<file path="config.mk">
export PLATFORM = sky130hd
export DESIGN_NAME = rline_remap_dec
export DESIGN_NICKNAME = d
export VERILOG_FILES = /design/src/rtl/rlr_pkg.sv /design/src/rtl/rlr_route.sv /design/src/rtl/rlr_regfile.sv /design/src/rtl/rlr_linectl.sv /design/src/rtl/rline_remap_dec.sv
export SDC_FILE = /design/constraint.sdc
export NUM_CORES = 1
export LEC_CHECK = 0
export BUFFER_PORTS_ARGS = -buffer_cell sky130_fd_sc_hd__buf_2
export CAP_MARGIN = 25
export CORE_MARGIN = 2
export CORE_UTILIZATION = 49
export DETAILED_ROUTE_END_ITERATION = 10
export PLACE_DENSITY = 0.76
export SLEW_MARGIN = 20
export SYNTH_ARGS = -nofsm -noshare
export SYNTH_HDL_FRONTEND = slang
export SYNTH_SLANG_ARGS = --single-unit
</file>
<file path="constraint.sdc">
create_clock -name clk -period 1.2 [get_ports clk]
set_input_delay 0.12 -clock clk [delete_from_list [all_inputs] [get_ports clk]]
set_output_delay 0.12 -clock clk [all_outputs]
set_load 0.02 [all_outputs]
</file>
<file path="src/rtl/rlr_pkg.sv">
package rlr_pkg;
  typedef enum int unsigned {
    REG_SRC  = 0,
    REG_LINE = 1,
    REG_XVOL = 2,
    REG_XFM  = 3,
    REG_XWT  = 4
  } reg_id_e;

  localparam int unsigned NREG = 5;
  localparam int unsigned FULL_MODE = 3;
endpackage

</file>
<file path="src/rtl/rlr_route.sv">
module rlr_route import rlr_pkg::*; #(
  parameter int unsigned IDX_W     = 5,
  parameter int unsigned IDX_SRC   = 1,
  parameter int unsigned IDX_LINE  = 19,
  parameter int unsigned XIDX_VOL  = 1,
  parameter int unsigned XIDX_FM   = 7,
  parameter int unsigned XIDX_WT   = 17
) (
  input  logic             fire,
  input  logic             ext,
  input  logic [IDX_W-1:0] index,
  input  logic             fm_act,
  input  logic             wt_act,
  output logic [NREG-1:0]  sel
);
  always_comb begin
    sel = '0;
    if (fire) begin
      if (!ext) begin
        if (index == IDX_W'(IDX_SRC)) begin
          sel[REG_SRC] = 1'b1;
        end else if (index == IDX_W'(IDX_LINE)) begin
          if (fm_act)      sel[REG_XFM]  = 1'b1;
          else if (wt_act) sel[REG_XWT]  = 1'b1;
          else             sel[REG_LINE] = 1'b1;
        end
      end else begin
        if (index == IDX_W'(XIDX_VOL))     sel[REG_XVOL] = 1'b1;
        else if (index == IDX_W'(XIDX_FM)) sel[REG_XFM]  = 1'b1;
        else if (index == IDX_W'(XIDX_WT)) sel[REG_XWT]  = 1'b1;
      end
    end
  end
endmodule

</file>
<file path="src/rtl/rlr_regfile.sv">
module rlr_regfile import rlr_pkg::*; #(
  parameter int unsigned DATA_W = 8
) (
  input  logic                          clk,
  input  logic                          rst_n,
  input  logic [NREG-1:0]               we,
  input  logic [DATA_W-1:0]             wdata,
  input  logic [NREG-1:0]               rsel,
  output logic [DATA_W-1:0]             rdata,
  output logic [NREG-1:0][DATA_W-1:0]   regs
);
  for (genvar g = 0; g < NREG; g++) begin : g_reg
    always_ff @(posedge clk) begin
      if (!rst_n)     regs[g] <= '0;
      else if (we[g]) regs[g] <= wdata;
    end
  end

  always_comb begin
    rdata = '0;
    for (int i = 0; i < NREG; i++) begin
      if (rsel[i]) rdata = rdata | regs[i];
    end
  end
endmodule

</file>
<file path="src/rtl/rlr_linectl.sv">
module rlr_linectl import rlr_pkg::*; #(
  parameter int unsigned DATA_W = 8,
  parameter int unsigned GAIN_W = 5
) (
  input  logic              remap_act,
  input  logic [1:0]        mode,
  input  logic [DATA_W-1:0] base_line,
  input  logic [DATA_W-1:0] ext_vol,
  input  logic [1:0]        src_sel,
  output logic [GAIN_W-1:0] gain,
  output logic              mute_bypass,
  output logic              mute_in,
  output logic              mute_out
);
  localparam int unsigned BIT_OUT = DATA_W - 1;
  localparam int unsigned BIT_BYP = DATA_W - 2;
  localparam int unsigned BIT_IN  = DATA_W - 3;
  localparam logic [1:0]  SRC_LINE = 2'b01;

  logic [DATA_W-1:0] line;
  logic              full;

  assign line = remap_act ? ext_vol : base_line;
  assign full = (mode == 2'(FULL_MODE));

  assign gain        = line[GAIN_W-1:0];
  assign mute_out    = line[BIT_OUT];
  assign mute_bypass = full ? line[BIT_BYP] : (src_sel != SRC_LINE);
  assign mute_in     = full ? line[BIT_IN] : 1'b1;
endmodule

</file>
<file path="src/rtl/rline_remap_dec.sv">
module rline_remap_dec import rlr_pkg::*; #(
  parameter int unsigned IDX_W    = 5,
  parameter int unsigned DATA_W   = 8,
  parameter int unsigned GAIN_W   = 5,
  parameter int unsigned IDX_SRC  = 1,
  parameter int unsigned IDX_LINE = 19,
  parameter int unsigned XIDX_VOL = 1,
  parameter int unsigned XIDX_FM  = 7,
  parameter int unsigned XIDX_WT  = 17
) (
  input  logic              clk,
  input  logic              rst_n,
  input  logic              wr_valid,
  output logic              wr_ready,
  input  logic              wr_ext,
  input  logic [IDX_W-1:0]  wr_index,
  input  logic [DATA_W-1:0] wr_data,
  input  logic              rd_ext,
  input  logic [IDX_W-1:0]  rd_index,
  output logic [DATA_W-1:0] rd_data,
  input  logic [1:0]        mode,
  input  logic              fm_en,
  input  logic              fm_remap,
  input  logic              wt_en,
  input  logic              wt_remap_dis,
  output logic [GAIN_W-1:0] rl_gain,
  output logic              rl_mute_bypass,
  output logic              rl_mute_in,
  output logic              rl_mute_out
);
  logic                        fm_act, wt_act, wr_fire;
  logic [NREG-1:0]             we, rsel;
  logic [NREG-1:0][DATA_W-1:0] regs;

  assign fm_act   = fm_en & fm_remap;
  assign wt_act   = wt_en & ~wt_remap_dis;
  assign wr_ready = 1'b1;
  assign wr_fire  = wr_valid & wr_ready;

  rlr_route #(
    .IDX_W(IDX_W), .IDX_SRC(IDX_SRC), .IDX_LINE(IDX_LINE),
    .XIDX_VOL(XIDX_VOL), .XIDX_FM(XIDX_FM), .XIDX_WT(XIDX_WT)
  ) u_wr_route (
    .fire(wr_fire), .ext(wr_ext), .index(wr_index),
    .fm_act(fm_act), .wt_act(wt_act), .sel(we)
  );

  rlr_route #(
    .IDX_W(IDX_W), .IDX_SRC(IDX_SRC), .IDX_LINE(IDX_LINE),
    .XIDX_VOL(XIDX_VOL), .XIDX_FM(XIDX_FM), .XIDX_WT(XIDX_WT)
  ) u_rd_route (
    .fire(1'b1), .ext(rd_ext), .index(rd_index),
    .fm_act(fm_act), .wt_act(wt_act), .sel(rsel)
  );

  rlr_regfile #(.DATA_W(DATA_W)) u_regs (
    .clk(clk), .rst_n(rst_n), .we(we), .wdata(wr_data),
    .rsel(rsel), .rdata(rd_data), .regs(regs)
  );

  rlr_linectl #(.DATA_W(DATA_W), .GAIN_W(GAIN_W)) u_line (
    .remap_act(fm_act | wt_act), .mode(mode),
    .base_line(regs[REG_LINE]), .ext_vol(regs[REG_XVOL]),
    .src_sel(regs[REG_SRC][DATA_W-1 -: 2]),
    .gain(rl_gain), .mute_bypass(rl_mute_bypass),
    .mute_in(rl_mute_in), .mute_out(rl_mute_out)
  );
endmodule

</file>
==> impl_metrics.env <==
export IMPL_status="complete, but fails checks"
export IMPL_violations="setup timing"
export IMPL_fp_row_count=24
export IMPL_drive_above_1_share=0.418
export IMPL_syn_nets=255
export IMPL_ir_drop_mv=0.987
export IMPL_syn_area_um2=2140
export IMPL_syn_instance_count=226
export IMPL_cp_arrival_ps=1360
export IMPL_cp_end_kind="primary output"
export IMPL_top_regs="u_regs.regs: 40 flops"
export IMPL_drc_errors=0
export IMPL_grt_pass1_vias=2093
export IMPL_grt_overflow=0
export IMPL_pre_cts_slack_ps=-317
export IMPL_antenna_cells=0
export IMPL_largest_register="u_regs.regs"
export IMPL_cts_inserted_buffers=5
export IMPL_regToRegStartpoint="u_regs.regs[17]$_SDFFE_PN0P_"
export IMPL_rsz0062_at_grt="yes"
export IMPL_finClkSkew_ps=0
export IMPL_gp_congestion=0.862
export IMPL_post_route_period_util=1.23
export IMPL_tns_ps=-1780
export IMPL_cts_tree="yes"
export IMPL_most_common_layout_cells="mux2i_1, nand2_1, dfxtp_1"
export IMPL_seq_area_frac_synth=0.374
export IMPL_cp_slowest_cell="and4bb_4"
export IMPL_clkSinkCount=40
export IMPL_drv_slew=0
export IMPL_post_dp_hpwl_um=3950
export IMPL_hold_viol=0
export IMPL_worstSetupPathType="primary input to primary output"
export IMPL_ys_warn_count=0
export IMPL_ys_ff_latch=40
export IMPL_cpPeakStageDelay_ps=370
export IMPL_drt_first_pass_iters=7
export IMPL_die_h_um=70.1
export IMPL_wl_per_cell_um=17.9
export IMPL_worstSetupStartpointType="primary input"
export IMPL_clock_root_buffer="clkbuf_8"
export IMPL_cap_violations=0
export IMPL_worst_slack_ps=-275
export IMPL_ant_nets=0
export IMPL_syn_to_final_growth_pct=45.5
export IMPL_yosysUniqueCellTypes=38
export IMPL_layout_commonest_cell="mux2i_1"
export IMPL_die_area_um2=4920
export IMPL_crit_cells=7
export IMPL_nets=327
export IMPL_hold_start="wr_data[7]"
export IMPL_routed_wirelength_um=6290
export IMPL_max_freq_mhz=678
export IMPL_clkTransAtPathRegs_ps=80
export IMPL_core_area_um2=4290
export IMPL_crit_required_ps=1080
export IMPL_drt_iter0_markers=66
export IMPL_grt_pass1_wl_um=9770
export IMPL_clock_latency_ps=300
export IMPL_hp_class="primary input to flop"
export IMPL_crit_buf_inv=3
export IMPL_fin_total_pwr_w=0.00281
export IMPL_path_max_fanout=4
export IMPL_grt_max_degree=49
export IMPL_io_pins=46
export IMPL_grt_usage=0.255
export IMPL_ctsHoldBuffers=0
export IMPL_path_cells="buf_8 -> and4bb_4 -> buf_6 -> nand2_1 -> o211ai_1 -> a221o_1 -> buf_6"
export IMPL_cts_htree_levels=2
export IMPL_power_density_nw_per_um2=901
export IMPL_antenna_found_initial=0
export IMPL_crit_start="rd_index[3]"
export IMPL_vias=2012
export IMPL_synth_avg_cell_area_um2=9.48
export IMPL_hold_path_depth=3
export IMPL_largest_reg_flops=40
export IMPL_start_util=0.499
export IMPL_fp_dieW_um=70.1
export IMPL_finalSetupViolations=10
export IMPL_leakagePower_nw=1.40
export IMPL_path_common_cell="buf_6"
export IMPL_fin_crit_ps=1480
export IMPL_place_area_um2=2660
export IMPL_crit_family="compound AO/OA/AOI/OAI gates"
export IMPL_r2r_cells=4
export IMPL_stdcell_area_um2=3120
export IMPL_cts_buffer_depth=2
export IMPL_viasPerCell=5.73
export IMPL_port_buffers=44
## area by class of cell
cell class / count / area [µm²]
Timing Repair Buffer: 76 / 739
Clock buffer: 6 / 72.6
Clock inverter: 2 / 35.0
Inverter: 2 / 7.51
Sequential cell: 40 / 815
Multi-Input combinational cell: 173 / 1390
Tap cell: 52 / 65.1
Fill cell: 313 / 1170
## metrics by stage
stage	util	hold WS [ps]	std cells
after CTS	0.707	116	349
after floorplan	-	282	226
final	0.726	119	351
after global placement	0.619	426	337
after global routing	0.726	123	351
after detailed placement	0.619	435	337
## routing by layer
metal | GRT usage | vias to the layer above | part of all wire
met5 | 0 | - | 0
met4 | 0.0876 | 0 | 0.017
met3 | 0.0635 | 11 | 0.067
met2 | 0.451 | 99 | 0.51
met1 | 0.298 | 949 | 0.41
li1 | - | 953 | -
## cell usage after synthesis, drive strengths merged
library cell  instances  area, µm²
a211o                 3       26.3
a211oi                1       7.51
a21oi                 1       16.3
a221o                 5       51.3
a31oi                 2       18.8
a32o                  1       10.0
and2                  3       18.8
and3b                 2       17.5
and4                  1       11.3
and4b                 2       20.0
and4bb                1       12.5
buf                   6       46.3
clkbuf                5       18.8
conb                  1       3.75
dfxtp                40        801
inv                   2       7.51
mux2                  6       67.6
mux2i                42        420
nand2                36        138
nand2b                2       12.5
nand3                18       95.1
nand3b                1       7.51
nand4                 1       12.5
nand4b                2       17.5
nor2b                28        175
nor3                  2       10.0
nor3b                 3       32.5
o211ai                7       52.6
o22ai                 1       6.26
o311ai                1       8.76
## worst register-to-register path, delay by kind of cell (launching register included)
kind / cells / cell delay [ps]
and+or+nand+nor: 1 / 60
DFF: 1 / 330
muxes: 1 / 120
buffers and inverters: 2 / 230
## report_power, final
group | switching [W] | internal, W | total [W]
Combinational | 0.000182 | 0.000202 | 0.000384
Clock | 0.000474 | 0.000617 | 0.00109
Sequential | 0.00000410 | 0.00133 | 0.00134
## final timing paths
kind	to	slack, ps
worst max-delay path	rd_data[2]	-280
worst min-delay path	u_regs.regs[31]$_SDFFE_PN0P_	120
worst max register to register	u_regs.regs[17]$_SDFFE_PN0P_	360
worst min register to register	u_regs.regs[36]$_SDFFE_PN0P_	460
## cells by family after synthesis
family | synth area share
multiplexers | 0.228
other | 0.00175
AO/OA/AOI/OAI | 0.0922
flip-flops | 0.374
AND/OR/NAND/NOR | 0.271
buffers and inverters | 0.0339
## repair_timing
item,CTS,global route
gates resized for setup,73,25
cloned,0,0
buffers inserted,4,2
pin swaps,14,17
setup endpoints to repair,16,16
Note: power is estimated with default switching activity, not from simulation.
